==> src/rtl/ddr_burst4_pkg.sv <==
package ddr_burst4_pkg;

    localparam int BURST_LEN = 4;

    typedef logic [1:0] beat_idx_t;

    // State of the burst in flight
    typedef struct packed {
        logic      busy;
        logic      rd;
        beat_idx_t cnt;
        beat_idx_t lo;
    } burst_st_t;

    // Linear wrap of the two low address bits inside a group of four
    function automatic beat_idx_t wrap_lo(beat_idx_t lo, beat_idx_t k);
        return beat_idx_t'(lo + k);
    endfunction

endpackage

==> src/rtl/ddr_burst4_cmd.sv <==
module ddr_burst4_cmd
    import ddr_burst4_pkg::*;
#(
    parameter int ADDR_W = 6
) (
    input  logic              clk,
    input  logic              rst,
    input  logic              load_n,
    input  logic              rd_nwr,
    input  logic [ADDR_W-1:0] addr,
    output logic              rise_phase,
    output logic              beat_vld,
    output logic              beat_rd,
    output logic [ADDR_W-1:0] beat_addr,
    output logic              cmd_err
);
    localparam int HI_W = ADDR_W - 2;

    logic            phase_q;
    logic            err_q;
    logic [HI_W-1:0] hi_q;
    burst_st_t       st_q;
    logic            accept;
    logic            clash;

    assign accept = phase_q & ~load_n & ~st_q.busy;
    assign clash  = phase_q & ~load_n &  st_q.busy;

    always_ff @(posedge clk) begin
        if (rst) begin
            phase_q <= 1'b1;
            err_q   <= 1'b0;
            hi_q    <= '0;
            st_q    <= '0;
        end else begin
            phase_q <= ~phase_q;
            if (clash) begin
                err_q <= 1'b1;
            end
            if (accept) begin
                st_q.busy <= 1'b1;
                st_q.rd   <= rd_nwr;
                st_q.cnt  <= beat_idx_t'(1);
                st_q.lo   <= addr[1:0];
                hi_q      <= addr[ADDR_W-1:2];
            end else if (st_q.busy) begin
                st_q.cnt <= beat_idx_t'(st_q.cnt + 1'b1);
                if (st_q.cnt == beat_idx_t'(BURST_LEN - 1)) begin
                    st_q.busy <= 1'b0;
                end
            end
        end
    end

    always_comb begin
        beat_vld = accept | st_q.busy;
        if (accept) begin
            beat_rd   = rd_nwr;
            beat_addr = addr;
        end else begin
            beat_rd   = st_q.rd;
            beat_addr = {hi_q, wrap_lo(st_q.lo, st_q.cnt)};
        end
    end

    assign rise_phase = phase_q;
    assign cmd_err    = err_q;

    // the phase flag flips on every beat after reset
    assert_phase_alt_R2: assert property (@(posedge clk) disable iff (rst)
        !$past(rst) |-> (phase_q != $past(phase_q)));

    // the second beat of any burst always falls on a falling half
    assert_beat1_fall_R3: assert property (@(posedge clk) disable iff (rst)
        (st_q.busy && st_q.cnt == beat_idx_t'(1)) |-> !phase_q);

    // once set, the error flag holds until reset
    assert_err_sticky_R9: assert property (@(posedge clk) disable iff (rst)
        err_q |=> err_q);

    // the error flag only rises after a rising-half edge inside a burst
    assert_err_cause_R9: assert property (@(posedge clk) disable iff (rst)
        $rose(err_q) |-> ($past(phase_q) && $past(st_q.busy)));

endmodule

==> src/rtl/ddr_burst4_mem.sv <==
module ddr_burst4_mem #(
    parameter int ADDR_W = 6,
    parameter int DATA_W = 36,
    parameter int LANES  = 4
) (
    input  logic              clk,
    input  logic              we,
    input  logic [ADDR_W-1:0] waddr,
    input  logic [DATA_W-1:0] wdata,
    input  logic [LANES-1:0]  wsel_n,
    input  logic              re,
    input  logic [ADDR_W-1:0] raddr,
    output logic [DATA_W-1:0] rdata
);
    localparam int DEPTH  = 2 ** ADDR_W;
    localparam int LANE_W = DATA_W / LANES;

    for (genvar g = 0; g < LANES; g++) begin : g_lane
        logic [LANE_W-1:0] store [DEPTH];
        logic [LANE_W-1:0] rd_q;

        always_ff @(posedge clk) begin
            if (we && !wsel_n[g]) begin
                store[waddr] <= wdata[g*LANE_W +: LANE_W];
            end
            rd_q <= re ? store[raddr] : '0;
        end

        assign rdata[g*LANE_W +: LANE_W] = rd_q;
    end

endmodule

==> src/rtl/ddr_burst4_rdpipe.sv <==
module ddr_burst4_rdpipe #(
    parameter int ADDR_W = 6
) (
    input  logic              clk,
    input  logic              rst,
    input  logic              req,
    input  logic [ADDR_W-1:0] req_addr,
    output logic              mem_re,
    output logic [ADDR_W-1:0] mem_raddr,
    output logic              oe
);
    logic              s1_v, s2_v, oe_q;
    logic [ADDR_W-1:0] s1_a, s2_a;

    always_ff @(posedge clk) begin
        if (rst) begin
            s1_v <= 1'b0;
            s2_v <= 1'b0;
            oe_q <= 1'b0;
            s1_a <= '0;
            s2_a <= '0;
        end else begin
            s1_v <= req;
            s1_a <= req_addr;
            s2_v <= s1_v;
            s2_a <= s1_a;
            oe_q <= s2_v;
        end
    end

    assign mem_re    = s2_v;
    assign mem_raddr = s2_a;
    assign oe        = oe_q;

endmodule

==> src/rtl/ddr_burst4_sram.sv <==
module ddr_burst4_sram #(
    parameter int ADDR_W = 6,
    parameter int DATA_W = 36,
    parameter int LANES  = 4
) (
    input  logic              clk,
    input  logic              rst,
    input  logic              load_n,
    input  logic              rd_nwr,
    input  logic [ADDR_W-1:0] addr,
    input  logic [DATA_W-1:0] wdata,
    input  logic [LANES-1:0]  wsel_n,
    output logic              rise_phase,
    output logic [DATA_W-1:0] rdata,
    output logic              rdata_oe,
    output logic              cmd_err
);
    logic              beat_vld, beat_rd;
    logic [ADDR_W-1:0] beat_addr;
    logic              mem_re;
    logic [ADDR_W-1:0] mem_raddr;

    ddr_burst4_cmd #(.ADDR_W(ADDR_W)) u_cmd (
        .clk        (clk),
        .rst        (rst),
        .load_n     (load_n),
        .rd_nwr     (rd_nwr),
        .addr       (addr),
        .rise_phase (rise_phase),
        .beat_vld   (beat_vld),
        .beat_rd    (beat_rd),
        .beat_addr  (beat_addr),
        .cmd_err    (cmd_err)
    );

    ddr_burst4_rdpipe #(.ADDR_W(ADDR_W)) u_rdpipe (
        .clk       (clk),
        .rst       (rst),
        .req       (beat_vld & beat_rd),
        .req_addr  (beat_addr),
        .mem_re    (mem_re),
        .mem_raddr (mem_raddr),
        .oe        (rdata_oe)
    );

    ddr_burst4_mem #(.ADDR_W(ADDR_W), .DATA_W(DATA_W), .LANES(LANES)) u_mem (
        .clk    (clk),
        .we     (beat_vld & ~beat_rd),
        .waddr  (beat_addr),
        .wdata  (wdata),
        .wsel_n (wsel_n),
        .re     (mem_re),
        .raddr  (mem_raddr),
        .rdata  (rdata)
    );

    // the data port is quiet whenever the enable is low
    assert_oe_quiet_R8: assert property (@(posedge clk) disable iff (rst)
        !rdata_oe |-> (rdata == '0));

endmodule

==> config.mk <==
export PLATFORM = sky130hd
export DESIGN_NAME = ddr_burst4_sram
export DESIGN_NICKNAME = d
export VERILOG_FILES = /design/src/rtl/ddr_burst4_pkg.sv /design/src/rtl/ddr_burst4_cmd.sv /design/src/rtl/ddr_burst4_mem.sv /design/src/rtl/ddr_burst4_rdpipe.sv /design/src/rtl/ddr_burst4_sram.sv
export SDC_FILE = /design/constraint.sdc
export NUM_CORES = 2
export LEC_CHECK = 0
export BUFFER_PORTS_ARGS = -buffer_cell sky130_fd_sc_hd__buf_2
export CORE_ASPECT_RATIO = 0.5
export CORE_MARGIN = 2
export CORE_UTILIZATION = 25
export CTS_CLUSTER_SIZE = 40
export DETAILED_ROUTE_END_ITERATION = 10
export GPL_ROUTABILITY_DRIVEN = 0
export HOLD_SLACK_MARGIN = 0.05
export PLACE_DENSITY = 0.39
export SLEW_MARGIN = 10
export SYNTH_ARGS = -nofsm -noshare
export SYNTH_HDL_FRONTEND = slang
export SYNTH_SLANG_ARGS = --single-unit
==> constraint.sdc <==
create_clock -name clk -period 2.65 [get_ports clk]
set_input_delay 0.53 -clock clk [delete_from_list [all_inputs] [get_ports clk]]
set_output_delay 0.53 -clock clk [all_outputs]
set_load 0.1 [all_outputs]
==> impl_metrics.env <==
export IMPL_rsz0062_at_grt="true"
export IMPL_ys_seq_area_share_pct=77.15
export IMPL_critPathSlowestCell="mux4_2"
export IMPL_wl_per_cell_um=30.47
export IMPL_p_per_area_nw_per_um2=686.1
export IMPL_max_slew_margin_pct=42.81
export IMPL_path_clk_slew_ps=70
export IMPL_crit_family="multiplexers"
export IMPL_finalNetCount=5288
export IMPL_cp_startpoint="u_rdpipe.mem_raddr[0]"
export IMPL_period_needed_ps=2727
export IMPL_io_buffers=88
export IMPL_cts_root_buf="clkbuf_16"
export IMPL_die_w_um=858.7
export IMPL_arrival_ps=3540
export IMPL_fin_cells=10260
export IMPL_synth_top_area_cell="edfxtp_1"
export IMPL_cp_depth=8
export IMPL_slew_violations=0
export IMPL_initial_core_util_pct=25.19
export IMPL_grt_overflow_total=0
export IMPL_drive_gt1_share_pct=43.04
export IMPL_synthesis_nets=4263
export IMPL_criticalPathCategory="flop to flop"
export IMPL_drt_wl_total_mm=312.5
export IMPL_final_antenna_net_count=0
export IMPL_crit_path_max_incr_delay_ps=570
export IMPL_fin_ws_ps=-76.82
export IMPL_ys_top_cells_by_count="edfxtp_1 (2304), mux4_2 (593), nor2_1 (285), nand2_1 (164), mux2i_1 (149)"
export IMPL_ir_worst_vdd_v=0.0005122
export IMPL_clock_sinks=2367
export IMPL_grt_max_degree=65
export IMPL_p_total_w=0.08059
export IMPL_finalSetupViolations=7
export IMPL_rr_worst_depth=8
export IMPL_clock_path_buffers=4
export IMPL_core_um2=362500
export IMPL_vias=47500
export IMPL_reg2reg_from="u_rdpipe.mem_raddr[0]"
export IMPL_avgSynthCellArea_um2=21.68
export IMPL_tns_ps=-222.7
export IMPL_fp_dieArea_um2=370400
export IMPL_period_share_pct=102.9
export IMPL_p_leak_nw=36.72
export IMPL_crit_end="u_mem.g_lane[1].rd_q[8]"
export IMPL_drtIter0Drc=4868
export IMPL_critPathRequiredTime_ps=3470
export IMPL_synthCells=4211
export IMPL_die_height_um=431.4
export IMPL_status="complete, but fails checks"
export IMPL_worst_path_max_fanout=10
export IMPL_holdPathStages=2
export IMPL_row_count=156
export IMPL_path_cells="buf_16, buf_12, buf_4, mux4_2, mux4_2, a21oi_1, a2bb2oi_1, buf_4"
export IMPL_r2r_slack_ps=-80
export IMPL_place_ws_ps=-901.4
export IMPL_ys_types=68
export IMPL_r2r_end="u_mem.g_lane[1].rd_q[8]"
export IMPL_syn_cell_area_um2=91320
export IMPL_cp_start_kind="flop"
export IMPL_synth_warnings=0
export IMPL_violations="negative setup slack"
export IMPL_numCtsBuffers=238
export IMPL_crit_buf_inv=4
export IMPL_cp_end_kind="flop"
export IMPL_ctsHtreeMaxLevel=4
export IMPL_tightest_slew_ps=857.9
export IMPL_pin_count=89
export IMPL_holdCritStartpoint="wdata[15]"
export IMPL_antenna_found_initial=18
export IMPL_hpwl_mm=218.1
export IMPL_synth_ff_type="edfxtp_1"
export IMPL_clk_latency_ps=920
export IMPL_grt_pass1_wl_mm=423.7
export IMPL_yosysMostFrequentCell="edfxtp_1"
export IMPL_synth_top_cell_area_share_pct=75.77
export IMPL_syn_to_final_growth_pct=28.64
export IMPL_final_util_pct=32.41
export IMPL_grt_use_total_pct=16.46
export IMPL_post_place_cells=9775
export IMPL_synth_area_top_cells="edfxtp_1 (76%), mux4_2 (15%), mux2i_1 (1.6%)"
export IMPL_synth_seq_cells=2367
export IMPL_max_freq_ghz=0.3667
export IMPL_dr_pass1_iters=5
export IMPL_routed_via_density=4.632
export IMPL_cts_tree="yes"
export IMPL_route_detailed_drc=0
export IMPL_ys_async_sr_fraction_pct=0
export IMPL_hold_viol=0
export IMPL_drv_cap=0
export IMPL_synth_edf_count=2304
export IMPL_finClkSkew_ps=37.68
export IMPL_grt_pass1_vias=49340
export IMPL_worstHoldPathType="input pin to flop"
-- layout make-up --
cell class | instances | area (µm²)
clock buffer | 305 | 6420
sequential | 2367 | 70470
multi-input combinational | 1596 | 20740
tap | 4819 | 6030
clock inverter | 129 | 1295
inverter | 5 | 25.02
fill | 34340 | 245000
timing repair buffer | 1028 | 12460
antenna | 7 | 17.52
-- cells in the final DEF, fill, tap and decap left out, drive strengths merged, types with 22 or more instances in the layout --
master  Yosys  layout
a21oi      51      51
a22oi      59      59
a32oi      22      22
buf       172    1013
bufinv      0      24
clkbuf     71     309
clkinv      0      96
dfxtp      63      63
edfxtp   2304    2304
mux2i     149     149
mux4      593     593
nand2     164     164
nand3      27      27
nor2      285     285
nor2b      32      32
o21ai      25      25
-- worst min path at each step --
stage,to,slack [ps]
floorplan,u_rdpipe.mem_raddr[0],410
global placement,u_rdpipe.mem_raddr[3],420
detailed placement,u_rdpipe.mem_raddr[5],420
CTS,u_mem.g_lane[1].store[9][5],70
global route,u_mem.g_lane[1].store[9][4],90
finish,u_mem.g_lane[1].store[8][6],100
-- worst reg2reg max path: stages, from the launching register on --
cell and delay, ps:
dfxtp_4 380, buf_16 220, buf_12 230, buf_4 190, mux4_2 500, mux4_2 570
a21oi_1 210, a2bb2oi_1 150, buf_4 170
-- report_power, final --
part	switching, W	internal (W)
clock	0.0146	0.0194
sequential	0.0000646	0.0412
combinational	0.00321	0.00215
-- repair_timing --
item,in CTS,in global routing
endpoints found under the hold margin,35,0
hold buffers,10,0
gates cloned,3,8
buffers inserted,13,6
gates resized for setup,132,164
pin swaps,7,16
setup endpoints to repair,2287,1198
-- registers in the layout, summed over array words and instances (netlist names) --
| name | flops |
|---|---|
| u_mem.g_lane.rd_q | 36 |
| u_cmd.hi_q | 4 |
| u_rdpipe.oe | 1 |
| u_rdpipe.s1_a | 6 |
| u_cmd.st_q | 6 |
| u_mem.g_lane.store | 2304 |
| u_cmd.rise_phase | 1 |
| u_cmd.cmd_err | 1 |
| u_rdpipe.mem_raddr | 6 |
| u_rdpipe.s1_v | 1 |
| u_rdpipe.mem_re | 1 |
-- through the flow --
stage / hold slack (ps) / cell area [µm²]
floorplan: 413.8 / 91770
global placement: 417.9 / 108100
detailed placement: 422.9 / 108100
CTS: 74.56 / 116700
global route: 91.71 / 117500
finish: 105.0 / 117500
-- cell families (layout without fill, tap and decap cells) --
kind of cell	Yosys count	after routing	share of synthesized area, %
XOR/XNOR	1	1	0.02466
other	0	7	0
flip-flops	2367	2367	77.15
adder cells (fa/ha/maj)	2	2	0.02740
AO/OA/AOI/OAI	260	260	2.044
buffers and inverters	248	1467	1.580
AND/OR/NAND/NOR	576	576	2.732
multiplexers	757	757	16.44
-- metal layers --
| layer | global-route usage [%] | vias up | share of wire [%] |
|---|---|---|---|
| li1 | - | 19660 | - |
| met1 | 22.81 | 26050 | 44 |
| met2 | 27.05 | 1471 | 48 |
| met3 | 3.262 | 323 | 6.3 |
| met4 | 3.239 | 0 | 2.0 |
| met5 | 0 | - | 0 |
Power figures use the tool's default switching activity.
